===== config.mk =====
export PLATFORM = sky130hd
export DESIGN_NAME = i2c_cfg_regfile
export DESIGN_NICKNAME = d
export VERILOG_FILES = /design/src/rtl/i2cr_pkg.sv /design/src/rtl/i2cr_cfg_regs.sv /design/src/rtl/i2cr_enable_fsm.sv /design/src/rtl/i2cr_read_mux.sv /design/src/rtl/i2c_cfg_regfile.sv
export SDC_FILE = /design/constraint.sdc
export NUM_CORES = 1
export LEC_CHECK = 0
export ABC_AREA = 1
export BUFFER_PORTS_ARGS = -buffer_cell sky130_fd_sc_hd__buf_2
export CORE_UTILIZATION = 47
export DETAILED_ROUTE_END_ITERATION = 10
export PLACE_DENSITY = 0.78
export SLEW_MARGIN = 20
export SYNTH_ARGS = -nofsm -noshare
export SYNTH_HDL_FRONTEND = slang
export SYNTH_SLANG_ARGS = --single-unit

===== constraint.sdc =====
create_clock -name clk -period 1 [get_ports clk]
set_input_delay 0.2 -clock clk [delete_from_list [all_inputs] [get_ports clk]]
set_output_delay 0.2 -clock clk [all_outputs]
set_load 0.1 [all_outputs]

===== src/rtl/i2cr_pkg.sv =====
package i2cr_pkg;
    localparam int ADDR_W = 8;
    localparam int DATA_W = 32;

    localparam logic [ADDR_W-1:0] OFS_CTRL = 8'h00;
    localparam logic [ADDR_W-1:0] OFS_TGT  = 8'h04;
    localparam logic [ADDR_W-1:0] OFS_OWN  = 8'h08;
    localparam logic [ADDR_W-1:0] OFS_RXTH = 8'h0C;
    localparam logic [ADDR_W-1:0] OFS_TXTH = 8'h10;
    localparam logic [ADDR_W-1:0] OFS_EN   = 8'h14;
    localparam logic [ADDR_W-1:0] OFS_STAT = 8'h18;
    localparam logic [ADDR_W-1:0] OFS_TXLV = 8'h1C;
    localparam logic [ADDR_W-1:0] OFS_RXLV = 8'h20;

    typedef enum logic {
        ABT_CLEAR = 1'b0,
        ABT_ARMED = 1'b1
    } abt_state_t;

    typedef struct packed {
        logic       slave_off;
        logic       restart_en;
        logic       tgt_addr10;
        logic       own_addr10;
        logic [1:0] speed;
        logic       master;
    } ctrl_t;

    localparam int CTRL_W = $bits(ctrl_t);

    localparam ctrl_t CTRL_RST = '{
        slave_off:  1'b1,
        restart_en: 1'b1,
        tgt_addr10: 1'b0,
        own_addr10: 1'b0,
        speed:      2'd2,
        master:     1'b1
    };
endpackage


===== src/rtl/i2cr_cfg_regs.sv =====
module i2cr_cfg_regs
    import i2cr_pkg::*;
#(
    parameter int FIFO_DEPTH = 16,
    parameter int TADDR_W    = 10,
    parameter int THR_IN_W   = 8,
    parameter logic [TADDR_W-1:0] ADDR_RST = 10'h055,
    localparam int THR_W     = $clog2(FIFO_DEPTH + 1)
) (
    input  logic                 clk,
    input  logic                 rst_n,
    input  logic                 wr_en,
    input  logic [ADDR_W-1:0]    addr,
    input  logic [DATA_W-1:0]    wdata,
    output ctrl_t                ctrl_q,
    output logic [TADDR_W-1:0]   tgt_q,
    output logic [TADDR_W-1:0]   own_q,
    output logic [1:0][THR_W-1:0] thr_q
);
    ctrl_t ctrl_d;

    always_comb begin
        ctrl_d = ctrl_t'(wdata[CTRL_W-1:0]);
        if (ctrl_d.speed == 2'b00) begin
            ctrl_d.speed = 2'b11;
        end
    end

    always_ff @(posedge clk or negedge rst_n) begin
        if (!rst_n) begin
            ctrl_q <= CTRL_RST;
            tgt_q  <= ADDR_RST;
            own_q  <= ADDR_RST;
        end else if (wr_en) begin
            if (addr == OFS_CTRL) ctrl_q <= ctrl_d;
            if (addr == OFS_TGT)  tgt_q  <= wdata[TADDR_W-1:0];
            if (addr == OFS_OWN)  own_q  <= wdata[TADDR_W-1:0];
        end
    end

    for (genvar i = 0; i < 2; i++) begin : g_thr
        localparam logic [ADDR_W-1:0] OFS = (i == 0) ? OFS_RXTH : OFS_TXTH;
        logic [THR_IN_W-1:0] raw;
        logic [THR_W-1:0]    clamped;

        always_comb begin
            raw = wdata[THR_IN_W-1:0];
            if (int'(raw) > FIFO_DEPTH) clamped = THR_W'(FIFO_DEPTH);
            else                        clamped = THR_W'(raw);
        end

        always_ff @(posedge clk or negedge rst_n) begin
            if (!rst_n)                        thr_q[i] <= '0;
            else if (wr_en && addr == OFS)     thr_q[i] <= clamped;
        end

        // a threshold never exceeds the FIFO depth
        p_thr_clamp_r5: assert property (@(posedge clk) disable iff (!rst_n)
            int'(thr_q[i]) <= FIFO_DEPTH);
    end

    // stored speed code is never zero
    p_speed_nonzero_r3: assert property (@(posedge clk) disable iff (!rst_n)
        ctrl_q.speed != 2'b00);

    // a control write is visible on the next cycle, speed aside
    p_ctrl_write_r2: assert property (@(posedge clk) disable iff (!rst_n)
        (wr_en && addr == OFS_CTRL) |=>
        (ctrl_q.master == $past(wdata[0]) && ctrl_q.slave_off == $past(wdata[6])));
endmodule


===== src/rtl/i2cr_enable_fsm.sv =====
module i2cr_enable_fsm
    import i2cr_pkg::*;
(
    input  logic       clk,
    input  logic       rst_n,
    input  logic       en_wr,
    input  logic [2:0] en_wdata,
    input  logic       seq_idle,
    input  logic       stop_done,
    output logic       enable_o,
    output logic       cmd_block_o,
    output logic       abort_o,
    output logic       user_abort_o,
    output logic       flush_o
);
    abt_state_t state_q, state_d;
    logic       abort_req;

    assign abort_req = en_wr && en_wdata[1];

    always_ff @(posedge clk or negedge rst_n) begin
        if (!rst_n) state_q <= ABT_CLEAR;
        else        state_q <= state_d;
    end

    always_comb begin
        state_d = state_q;
        unique case (state_q)
            ABT_CLEAR: if (abort_req && !seq_idle) state_d = ABT_ARMED;
            ABT_ARMED: if (stop_done)              state_d = ABT_CLEAR;
            default:                               state_d = ABT_CLEAR;
        endcase
    end

    always_ff @(posedge clk or negedge rst_n) begin
        if (!rst_n) begin
            enable_o     <= 1'b0;
            cmd_block_o  <= 1'b0;
            user_abort_o <= 1'b0;
            flush_o      <= 1'b0;
        end else begin
            user_abort_o <= (state_q == ABT_CLEAR) && abort_req && !seq_idle;
            flush_o      <= en_wr && !en_wdata[0];
            if (en_wr) begin
                enable_o    <= en_wdata[0];
                cmd_block_o <= en_wdata[2];
            end
        end
    end

    assign abort_o = (state_q == ABT_ARMED);

    p_idle_abort_drop_r7: assert property (@(posedge clk) disable iff (!rst_n)
        (abort_req && seq_idle && !abort_o) |=> !abort_o);

    p_abort_sticky_r8: assert property (@(posedge clk) disable iff (!rst_n)
        (abort_o && !stop_done) |=> abort_o);

    p_abort_release_r8: assert property (@(posedge clk) disable iff (!rst_n)
        (abort_o && stop_done) |=> !abort_o);

    p_uabort_single_r8: assert property (@(posedge clk) disable iff (!rst_n)
        user_abort_o |=> !user_abort_o);

    p_flush_on_disable_r9: assert property (@(posedge clk) disable iff (!rst_n)
        (en_wr && !en_wdata[0]) |=> flush_o);
endmodule


===== src/rtl/i2cr_read_mux.sv =====
module i2cr_read_mux
    import i2cr_pkg::*;
#(
    parameter int FIFO_DEPTH = 16,
    parameter int TADDR_W    = 10,
    localparam int LVL_W     = $clog2(FIFO_DEPTH + 1)
) (
    input  logic                  clk,
    input  logic                  rst_n,
    input  logic                  rd_en,
    input  logic [ADDR_W-1:0]     addr,
    input  ctrl_t                 ctrl,
    input  logic [TADDR_W-1:0]    tgt,
    input  logic [TADDR_W-1:0]    own,
    input  logic [1:0][LVL_W-1:0] thr,
    input  logic [2:0]            en_word,
    input  logic                  seq_idle,
    input  logic [LVL_W-1:0]      tx_level,
    input  logic [LVL_W-1:0]      rx_level,
    output logic [DATA_W-1:0]     rdata_q
);
    logic              busy, tx_full, tx_empty, rx_full, rx_empty;
    logic [5:0]        stat;
    logic [DATA_W-1:0] rdata_d;

    always_comb begin
        busy     = !seq_idle;
        tx_full  = (tx_level == LVL_W'(FIFO_DEPTH));
        tx_empty = (tx_level == '0);
        rx_full  = (rx_level == LVL_W'(FIFO_DEPTH));
        rx_empty = (rx_level == '0);
        stat     = {busy, rx_full, !rx_empty, tx_empty, !tx_full, busy};
    end

    always_comb begin
        rdata_d = '0;
        case (addr)
            OFS_CTRL: rdata_d = DATA_W'(ctrl);
            OFS_TGT:  rdata_d = DATA_W'(tgt);
            OFS_OWN:  rdata_d = DATA_W'(own);
            OFS_RXTH: rdata_d = DATA_W'(thr[0]);
            OFS_TXTH: rdata_d = DATA_W'(thr[1]);
            OFS_EN:   rdata_d = DATA_W'(en_word);
            OFS_STAT: rdata_d = DATA_W'(stat);
            OFS_TXLV: rdata_d = DATA_W'(tx_level);
            OFS_RXLV: rdata_d = DATA_W'(rx_level);
            default:  rdata_d = '0;
        endcase
    end

    always_ff @(posedge clk or negedge rst_n) begin
        if (!rst_n)     rdata_q <= '0;
        else if (rd_en) rdata_q <= rdata_d;
    end

    p_status_busy_r10: assert property (@(posedge clk) disable iff (!rst_n)
        (rd_en && addr == OFS_STAT && !seq_idle) |=> (rdata_q[0] && rdata_q[5]));

    p_unmapped_zero_r12: assert property (@(posedge clk) disable iff (!rst_n)
        (rd_en && (addr > OFS_RXLV || addr[1:0] != 2'b00)) |=> (rdata_q == '0));

    p_level_read_r11: assert property (@(posedge clk) disable iff (!rst_n)
        (rd_en && addr == OFS_TXLV) |=> (rdata_q == DATA_W'($past(tx_level))));
endmodule


===== src/rtl/i2c_cfg_regfile.sv =====
module i2c_cfg_regfile
    import i2cr_pkg::*;
#(
    parameter int FIFO_DEPTH = 16,
    parameter int TADDR_W    = 10,
    parameter int THR_IN_W   = 8,
    localparam int LVL_W     = $clog2(FIFO_DEPTH + 1)
) (
    input  logic               clk,
    input  logic               rst_n,
    input  logic               reg_wr,
    input  logic               reg_rd,
    input  logic [7:0]         reg_addr,
    input  logic [31:0]        reg_wdata,
    output logic [31:0]        reg_rdata,
    input  logic               seq_idle,
    input  logic               seq_stop_done,
    input  logic [LVL_W-1:0]   tx_level,
    input  logic [LVL_W-1:0]   rx_level,
    output logic [6:0]         cfg_ctrl,
    output logic [TADDR_W-1:0] cfg_target,
    output logic [TADDR_W-1:0] cfg_own,
    output logic [LVL_W-1:0]   cfg_rx_thresh,
    output logic [LVL_W-1:0]   cfg_tx_thresh,
    output logic               ctl_enable,
    output logic               ctl_cmd_block,
    output logic               ctl_abort,
    output logic               ctl_user_abort,
    output logic               ctl_fifo_flush
);
    ctrl_t                 ctrl_q;
    logic [1:0][LVL_W-1:0] thr_q;
    logic                  en_wr;

    assign en_wr = reg_wr && (reg_addr == OFS_EN);

    i2cr_cfg_regs #(
        .FIFO_DEPTH (FIFO_DEPTH),
        .TADDR_W    (TADDR_W),
        .THR_IN_W   (THR_IN_W)
    ) u_cfg (
        .clk    (clk),
        .rst_n  (rst_n),
        .wr_en  (reg_wr),
        .addr   (reg_addr),
        .wdata  (reg_wdata),
        .ctrl_q (ctrl_q),
        .tgt_q  (cfg_target),
        .own_q  (cfg_own),
        .thr_q  (thr_q)
    );

    i2cr_enable_fsm u_en (
        .clk          (clk),
        .rst_n        (rst_n),
        .en_wr        (en_wr),
        .en_wdata     (reg_wdata[2:0]),
        .seq_idle     (seq_idle),
        .stop_done    (seq_stop_done),
        .enable_o     (ctl_enable),
        .cmd_block_o  (ctl_cmd_block),
        .abort_o      (ctl_abort),
        .user_abort_o (ctl_user_abort),
        .flush_o      (ctl_fifo_flush)
    );

    i2cr_read_mux #(
        .FIFO_DEPTH (FIFO_DEPTH),
        .TADDR_W    (TADDR_W)
    ) u_rd (
        .clk      (clk),
        .rst_n    (rst_n),
        .rd_en    (reg_rd),
        .addr     (reg_addr),
        .ctrl     (ctrl_q),
        .tgt      (cfg_target),
        .own      (cfg_own),
        .thr      (thr_q),
        .en_word  ({ctl_cmd_block, ctl_abort, ctl_enable}),
        .seq_idle (seq_idle),
        .tx_level (tx_level),
        .rx_level (rx_level),
        .rdata_q  (reg_rdata)
    );

    assign cfg_ctrl      = ctrl_q;
    assign cfg_rx_thresh = thr_q[0];
    assign cfg_tx_thresh = thr_q[1];

    p_no_wr_rd_sideeffect_r6: assert property (@(posedge clk) disable iff (!rst_n)
        (!reg_wr) |=> ($stable(ctl_enable) && $stable(ctl_cmd_block)));
endmodule


==> results of run 1 <==
-- cells in the mapped netlist (all sizes together) --
cell / instances
a21o: 1
a21oi: 3
a22o: 2
a31oi: 2
and2: 1
buf: 30
clkbuf: 1
conb: 1
dfrtp: 40
dfstp: 12
inv: 38
nand2: 124
nand3: 38
nand4: 4
nor2: 40
o21ai: 36
o22ai: 1
-- timing repair --
| item | in CTS |
|---|---|
| gates cloned | 1 |
| hold endpoints to repair | 40 |
| hold buffers | 1 |
| setup buffers | 42 |
| gates resized for setup | 38 |
| pin swaps | 18 |
| endpoints found under the setup margin | 80 |
-- through the flow --
step,util,hold slack (ns),worst slack [ns],cells
detailed placement,0.7737,0.2106,-0.4013,566
CTS,0.8689,0.07357,-0.3306,616
global placement,0.7737,0.2104,-0.3055,566
floorplan,-,-0.09559,-0.1640,395
-- logic make-up after synthesis --
logic type | Yosys count
AOI/OAI and AO/OA | 45
buffers and inverters | 69
DFF | 52
other | 1
and+or+nand+nor | 207
==> impl_summary.md, run 1 <==
Synthesis
The library cell with the largest summed area after synthesis is sky130_fd_sc_hd__dfrtp_1. The mean post-synth cell area is roughly 7.8 sq um. The dominant combinational cell family by area after synthesis is simple AND/OR/NAND/NOR gates. The unique cell type count in the Yosys netlist is 29. In the post-synthesis netlist, the biggest area contributors are sky130_fd_sc_hd__dfrtp_1 34%, sky130_fd_sc_hd__nand2_1 15%, sky130_fd_sc_hd__dfstp_2 11%. The cell area after synthesis is a little under 3000 sq um. The flip-flop and latch count after synthesis is 52.

Of the post-synthesis cell area, the part taken by muxes is 0. During synthesis, Yosys emitted a total of 0 warnings. The share of the Yosys chip area taken by registers is 0.4509. Of the total synthesized cell area, the portion taken by AND, OR, NAND and NOR gates is 0.3296.

The share of the synthesized area in compound gates (AO/OA/AOI/OAI) is 0.08573. Of the total synthesized cell area, the portion taken by full adders, half adders and majority gates is 0. The xor and xnor area share after synthesis is 0. The gate count of the mapped netlist is approximately 370. Of the post-synthesis cell area, the dominant cell type holds 0.3429.

Clock tree
The clock root buffer is sky130_fd_sc_hd__clkbuf_8. The clock net in this run drives a total of 52 sinks. The number of buffers on the longest clock path is 2. In this run, CTS created clock tree buffers numbering 5. The H-tree was split into 2 levels.

STA
The worst endpoint left by the global-route repair_timing run is cfg_own[2]. After the last repair the worst path ends at a top-level output.

Global routing
Entering global routing, the biggest net connects 53 pins.

Floorplanning
The count of pins on the block boundary is between 100 and 150. For this configuration, the core starts out at a cell density of 0.4901. The width of the die is a little over 80 um.

The floorplan has 28 rows. From bottom edge to top edge, the die measures roughly 81 um.

Outcome
The run stopped with a tool error. The tool reported: "[ERROR DPL-0038] Utilization greater than 100%, impossible to legalize". The stage where the run ended is global routing.

Placement
The standard cell area after detailed placement is about 4600 sq um. Buffers placed on the I/O ports in this run total between 80 and 90. The detailed placer's ending HPWL is just under 7 mm. The global placer's final weighted congestion is between 0.9 and 1.
==> run 2, diff against run 1 <==
Settings changed: CORE_UTILIZATION 47 to 40, PLACE_DENSITY 0.78 to default, PLACE_DENSITY_LB_ADDON from default to 0.15.
==> impl_summary.md, run 2 <==
Outcome
The run finished, with violations left. The final reports fail on setup timing.

Power
For this design the ratio of total power to cell area is about 1000 nW/um^2. In this run the static leakage power is around 0.0027 uW. The post-layout total power is between 5000 and 6000 uW. Across the VDD grid, the largest voltage drop is 0.0008802 V.

Final layout
The most common cell after layout, fill and taps aside is sky130_fd_sc_hd__nand2_1. The top cell types in the final layout, fill and taps aside, are 90 x sky130_fd_sc_hd__nand2_1, 61 x sky130_fd_sc_hd__buf_4, 57 x sky130_fd_sc_hd__buf_12, 34 x sky130_fd_sc_hd__buf_6, 28 x sky130_fd_sc_hd__o21ai_1. In the final layout, flip-flops and latches occupy 1433 sq um. The final net count is 610. The antenna diode count is 0. The non-filler instance count after layout is approximately 650. Relative to the synthesized area, the layout overhead comes to 92.37%. The layout has 384 filler cells.

In the final layout, the share of cells above drive strength 1 is 0.6054. The summed area of non-filler cells in the final layout is between 5000 and 6000 sq um. In the final layout, the multi-input gates occupy around 1600 sq um.

Placement
The detailed placer's ending HPWL is 6.685 mm (-4.0%). The worst slack after detailed placement is -0.3732 ns (+0.02815 ns). The count of port buffers added during placement is 85 (unchanged). The global placer's final weighted congestion was 0.8781 (-3.1%). The placed cell count is 591 (+4.4%). The standard cell area after detailed placement is 4727 sq um (+2.6%).

Worst hold path
The worst min-delay path class is in -> reg. The worst hold path was traced through 2 stages. The hold path startpoint is seq_stop_done. The worst hold path endpoint is u_en.abort_o.

Floorplanning
The die covers 7643 sq um. The die height came to 87.43 um (+8.2%). The cell row count was 30 (+7.1%). The width of the die was 87.43 um (+8.2%). The initial core utilization is 0.4226 (-0.06748).

The count of pins on the block boundary is 130 (unchanged). The core outline area is ~6900 sq um.

Global routing
The initial antenna violation count is 0. Global routing finished with a remaining overflow of 0. The number of global-route vias before repair was 3,018.

Entering global routing, the biggest net connects 53 pins. In the global route stage, overall resource usage came out at 0.2635. The first global-routing pass estimated 15.20 mm of wire.

Synthesis
The number of enable-type register cells in the synthesized netlist is 0 (unchanged). The share of the synthesized area in compound gates (AO/OA/AOI/OAI) is 0.08573 (unchanged). The library cell with the largest summed area after synthesis is sky130_fd_sc_hd__dfrtp_1. The gate count of the mapped netlist is 374 (unchanged). The xor and xnor area share after synthesis is 0 (unchanged). The flip-flop and latch count after synthesis was 52 (unchanged).

Among all flip-flop cells after synthesis, the most frequent one is sky130_fd_sc_hd__dfrtp_1. The mean post-synth cell area was 7.805 sq um (unchanged). The post-synthesis async set-or-reset flop share is 1.000 (unchanged). The most common cell in the synthesized netlist is sky130_fd_sc_hd__nand2_1. The number of warning messages in the yosys log was 0 (unchanged). The mux share of post-synthesis cell area is 0 (unchanged). Sorting the synthesized cells by how often they occur yields 117 x sky130_fd_sc_hd__nand2_1, 40 x sky130_fd_sc_hd__dfrtp_1, 36 x sky130_fd_sc_hd__nand3_1. The portion of the post-synthesis area used by sequential elements is 0.4509 (unchanged). The synthesized-area fraction occupied by adder cells is 0 (unchanged). The dominant combinational cell family by area after synthesis is simple AND/OR/NAND/NOR gates. The cell area after synthesis is 2919 sq um (unchanged). The share of the synthesized area in the top cell type is 0.3429 (unchanged). The share of synthesized cell area in and, or, nand and nor gates was 0.3296 (unchanged).

Yosys attributes the largest share of cell area to sky130_fd_sc_hd__dfrtp_1 34%, sky130_fd_sc_hd__nand2_1 15%, sky130_fd_sc_hd__dfstp_2 11%. The unique cell type count in the Yosys netlist is 29 (unchanged).

STA
The worst-case hold slack is ~0.085 ns. The number of max-slew violations in the final report is 0. The number of hold violations in the final report is 0. On the final layout, the worst clock skew is ~0.0047 ns.

The least setup slack across all paths after layout is -0.3506 ns. Dividing the final minimum period by the clock period gives 1.351. Setup repair after global routing could not meet its margin everywhere. Counting I/O delays and the setup requirement, the final critical path takes about 1.4 ns. Setup violations remaining at the end of the flow were counted as a little under 70. The highest clock rate is roughly 740 MHz.

Setup path
The number of buffer and inverter stages on the critical path is 1. The required time of the critical path is around 0.8 ns. The startpoint kind of the worst setup timing path is a register. On the critical path, the stage with the largest delay is an instance of sky130_fd_sc_hd__dfstp_4. The worst setup path is of the reg -> out kind. The maximum fanout along the worst path is 2.

The cell family contributing the most delay on the critical path is flip-flops. In this design, the stage delay of the slowest critical-path cell is between 0.6 and 0.7 ns. The endpoint of the most critical register-to-register path is u_rd.rdata_q[0]. Walking the worst path, the cells encountered are buf_12. The register-to-register path setup slack is -0.29 ns. The depth of the most critical reg-to-reg path is 8. The source of the worst register-to-register timing path is u_cfg.own_q[0]. The worst setup path is captured at an output pin. The data arrival time of the critical path is around 1.2 ns.

Clock tree
The clock tree from TritonCTS is done. The source-to-sink clock delay at the later pin of the worst-skew pair is between 0.3 and 0.4 ns. The clock root buffer is sky130_fd_sc_hd__clkbuf_8. The number of buffers on the longest clock path is 2 (unchanged). After clock tree synthesis, the clock-pin slew on the worst setup and hold paths is about 0.1 ns. The CTS H-tree depth is 2 (unchanged). The number of clock buffers inserted by TritonCTS came to 5 (unchanged). The number of sinks handled by clock tree synthesis is 52 (unchanged).

Detailed routing
The remaining design rule violation count is 0. The aggregate routed wire length is between 10 and 15 mm. In this run, the number of DRC markers left after iteration 0 of detailed routing was about 290. Dividing the detail-routed wire length by the instance count gives between 15 and 20 um.

The via-per-instance ratio is approximately 5.1. The number of nets still failing antenna checks after routing is 0. The routed layout has 3,315 vias. The number of iterations in the first detailed-routing pass is 5.

Run
The number of max-cap violations is 0.
-- run 2: cell counts after synthesis --
Identical to the previous run, type by type.
-- run 2: layout make-up --
cell class	count	share of cell area
repair buffers	182	0.3864
multi-input cells	274	0.2881
flip-flops and latches	52	0.2551
inverters	38	0.02807
well taps	96	0.02139
clock buffers	5	0.01225
clock inverters	3	0.007576
repair inverters	1	0.001114
-- run 2: how the worst max path moves through the flow --
stage	slack, ns	cells after the start	startpoint	endpoint
2_1_floorplan	-0.16	6	u_cfg.tgt_q[0]	u_rd.rdata_q[0]
3_3_place_gp	-0.35	11	reg_addr[0]	u_rd.rdata_q[1]
3_5_place_dp	-0.37	9	reg_addr[1]	u_cfg.ctrl_q[3]
4_1_cts	-0.35	1	u_cfg.own_q[2]	cfg_own[2]
5_1_grt	-0.37	1	u_cfg.tgt_q[0]	cfg_target[0]
6_report	-0.35	1	u_cfg.own_q[0]	cfg_own[0]
-- run 2: report_power, final --
| part | switching, uW | leakage [uW] | internal [uW] | total [uW] |
|---|---|---|---|---|
| Combinational | 1320 | 0.00200 | 643 | 1960 |
| Sequential | 99.3 | 0.000623 | 2220 | 2320 |
| Clock | 732 | 0.0000541 | 742 | 1470 |
-- run 2: logic make-up after synthesis --
family,after synthesis
other,1
AO/OA/AOI/OAI,45
buffers and inverters,69
AND/OR/NAND/NOR,207
flip-flops,52
-- run 2: metrics by stage --
stage / setup TNS [ns] / util
floorplan: -2.478 / -
global placement: -13.22 / 0.6844
detailed placement: -15.10 / 0.6844
CTS: -11.34 / 0.7627
global route: -13.81 / 0.8130
finish: -12.09 / 0.8130
-- run 2: worst reg2reg max path: stages (launching register included) --
cell	delay, ns
sky130_fd_sc_hd__dfstp_4	0.66
sky130_fd_sc_hd__buf_4	0.11
sky130_fd_sc_hd__buf_6	0.09
sky130_fd_sc_hd__nand3_4	0.07
sky130_fd_sc_hd__nand2_4	0.08
sky130_fd_sc_hd__nor2_4	0.04
sky130_fd_sc_hd__nand3_2	0.07
sky130_fd_sc_hd__nand2_1	0.05
sky130_fd_sc_hd__nand2_1	0.06
-- run 2: repair_timing --
item,CTS,global route
gates cloned,1,0
pin swaps,24,30
hold endpoints to repair,40,0
buffers inserted,40,17
setup endpoints to repair,73,88
hold buffers,1,0
resized for setup,36,75
-- run 2: per-layer routing --
layer,vias up,track usage,wire length [um]
met1,1591,0.3387,4449
met3,42,0.04265,675
met4,0,0.07452,436
met2,186,0.4567,5439
met5,-,0,0
li1,1496,-,-
Note: power is estimated with default switching activity, not from simulation.
==> run 3, diff against run 2 <==
Clock period 1 ns to 1.72 ns, I/O delays scaled along.
==> impl_summary.md, run 3 (synthesized netlist as in run 2, its figures left out) <==
STA
The worst setup skew after layout is 0.006066 ns (+0.001396 ns). The smallest clock period supported by the final layout is computed as approximately 1.7 ns. Static timing analysis puts the maximum clock frequency at between 600 and 700 MHz. The number of hold violations in the final report was 0 (unchanged). Setup repair after global routing left no endpoint under its margin. Of the available clock period, the critical path in the final layout requires 0.9603.

The total negative slack for setup checks is 0 ns (+12.09 ns). The number of setup violations in the final report is 0 (-100%). The least setup slack across all paths after layout was 0.06820 ns (+0.4188 ns).

The number of max-slew violations in the final report is 0 (unchanged).

Clock tree
Clock tree synthesis selected as its root buffer the cell sky130_fd_sc_hd__clkbuf_8. The source-to-sink clock delay at the later pin of the worst-skew pair is 0.31 ns (about the same). TritonCTS built the clock tree. The clock transition at the register clock pins on the worst setup and hold paths after CTS is 0.09 ns (about the same). The number of buffers inserted to repair setup after CTS is 0 (-100%). The post-cts sizing count was 0 (-100%). The number of sinks handled by clock tree synthesis is 52 (unchanged). The number of buffers on the longest clock path was 2 (unchanged). The quantity of hold-fixing buffers added after cts is 1 (unchanged). The number of clock buffers inserted by TritonCTS is 5 (unchanged). The CTS H-tree depth is 2 (unchanged).

Global routing
The met2 layer usage reported by global route is 0.3089 (-0.1477). The initial antenna violation count is 0 (unchanged). The met1 usage was 0.2999 (-0.03886).

The wire length of the first global-routing pass came to 11.79 mm (-22%). The layer flagged by global routing as most heavily used is met2. The number of global-route vias before repair is 2,313 (-23%). The met3 usage in global routing is 0.04455 (+0.001896).

The all-layer global routing usage came to 0.2058 (-0.05763). The global-route congestion overflow total is 0 (unchanged). The largest net degree at the start of global routing is 37 (-30%).

Final layout
The summed area of non-filler cells in the final layout is 3508 sq um (-38%). The final net count is 518 (-15%). The antenna diode count came to 0 (unchanged). The share of the core filled with cells in the final layout came to 0.5080 (-0.3051). The library cell used most frequently in the layout, excluding fill and tap cells, is sky130_fd_sc_hd__nand2_1. Relative to the synthesized area, the layout overhead comes to 20.19%. The non-filler instance count after layout is 559 (-14%). The fraction of final layout cells with drive strength greater than 1 is 0.3045 (-0.3009). In the layout the commonest cells are 117 x sky130_fd_sc_hd__nand2_1, 85 x sky130_fd_sc_hd__buf_2, 40 x sky130_fd_sc_hd__dfrtp_1, 36 x sky130_fd_sc_hd__nand3_1, 31 x sky130_fd_sc_hd__inv_1.

Detailed routing
The number of nets still failing antenna checks after routing is 0 (unchanged). The number of iterations in the first detailed-routing pass is 4 (-1). The count of vias placed by the detailed router was 2,585 (-22%). The remaining design rule violation count is 0 (unchanged). The routed wire length per instance is 13.15 um (-22%). The aggregate routed wire length is 7.351 mm (-33%). The iteration-0 DRC count of the detailed router came to 140 (-52%). The via-per-instance ratio is 4.624 (-9.2%).

Setup path
The worst setup path is of the reg -> out kind. STA classifies the critical path startpoint as a register. The largest stage delay on the critical path came to 0.57 ns (-0.09 ns).

The critical path's slowest cell is sky130_fd_sc_hd__dfstp_2. STA classifies the critical path endpoint as an output pin. The critical path launch point is u_cfg.tgt_q[4]. Traced cell by cell, the critical path runs through buf_2. The number of buffer and inverter stages on the critical path is 1 (unchanged). Broken down by cell family, the worst path's largest delay share belongs to flip-flops.

The startpoint identified for the worst register-to-register timing path is u_cfg.tgt_q[2]. The required time of the critical path is 1.38 ns (+0.58 ns). The maximum fanout along the worst path was 3 (+1). The data arrival time of the critical path is 1.31 ns (+0.16 ns).

Placement
The standard cell area after detailed placement came to 3372 sq um (-29%). The placed cell count is 550 (-6.9%). The worst slack after detailed placement came to 0.1761 ns (+0.5493 ns). The count of port buffers added during placement came to 85 (unchanged).

The detailed placer's ending HPWL came to 5.754 mm (-14%). The global placer's final weighted congestion is 0.8169 (-7.0%).

Run
The number of max-cap violations is 0 (unchanged).

Floorplanning
The width of the die was 87.43 um (unchanged). The die height is 87.43 um (unchanged). The cell row count was 30 (unchanged). The core outline area is 6907 sq um (unchanged).

The count of pins on the block boundary is 130 (unchanged). The die outline area is 7643 sq um (unchanged). The initial core utilization is 0.4226 (unchanged).

Power
The worst-case vdd ir drop is 0.0004547 V (-48%). The leakage power figure came to 0.001970 uW (-26%). The total power per unit cell area is 858.1 nW/um^2 (-16%).

Worst hold path
The worst min-delay path class is in -> reg. The hold path startpoint is reg_wdata[1].

Outcome
The run finished with clean final reports.
run 3: cell types whose count changed in the layout (fill, tap and decap cells not counted), sizes merged:
| cell | previous run | this run |
|---|---|---|
| inv | 39 | 38 |
| clkinv | 1 | 0 |
| buf | 181 | 90 |
| clkinvlp | 1 | 0 |
| clkbuf | 5 | 7 |
run 3: layout make-up:
cell class,count,area [sq um]
fillers,728,3398
flip-flops and latches,52,1316
multi-input cells,274,1295
repair buffers,91,498.0
inverters,38,152.6
well taps,96,120.1
clock buffers,7,96.34
clock inverters,1,30.03
run 3: power breakdown:
part	internal [uW]	leakage, uW	switching, uW	total [uW]
Sequential	1280	0.000674	34.5	1310
Clock	514	0.0000645	412	926
Combinational	101	0.00123	674	775
run 3: path summary, 6_finish.rpt:
kind                                    to  slack [ns]  cells past startpoint
min in group asynchronous     u_en.flush_o        0.51                      2
max                          cfg_target[4]        0.07                      1
min                        u_cfg.ctrl_q[2]        0.20                      2
max in group asynchronous   u_cfg.own_q[2]        0.62                      3
max reg2reg                u_rd.rdata_q[2]        0.69                      6
min reg2reg                u_rd.rdata_q[7]        0.48                      2
run 3: layer usage:
layer,part of all wire,vias to the layer above
li1,-,1313
met1,0.48,1168
met2,0.44,99
met3,0.066,5
met4,0.011,0
met5,0,-
run 3: per-stage QoR:
stage	power [uW]	hold slack, ns
finish	3011	0.2034
global route	3137	0.1933
CTS	3030	0.1969
detailed placement	2110	0.2939
global placement	2105	0.2917
floorplan	1992	0.04841
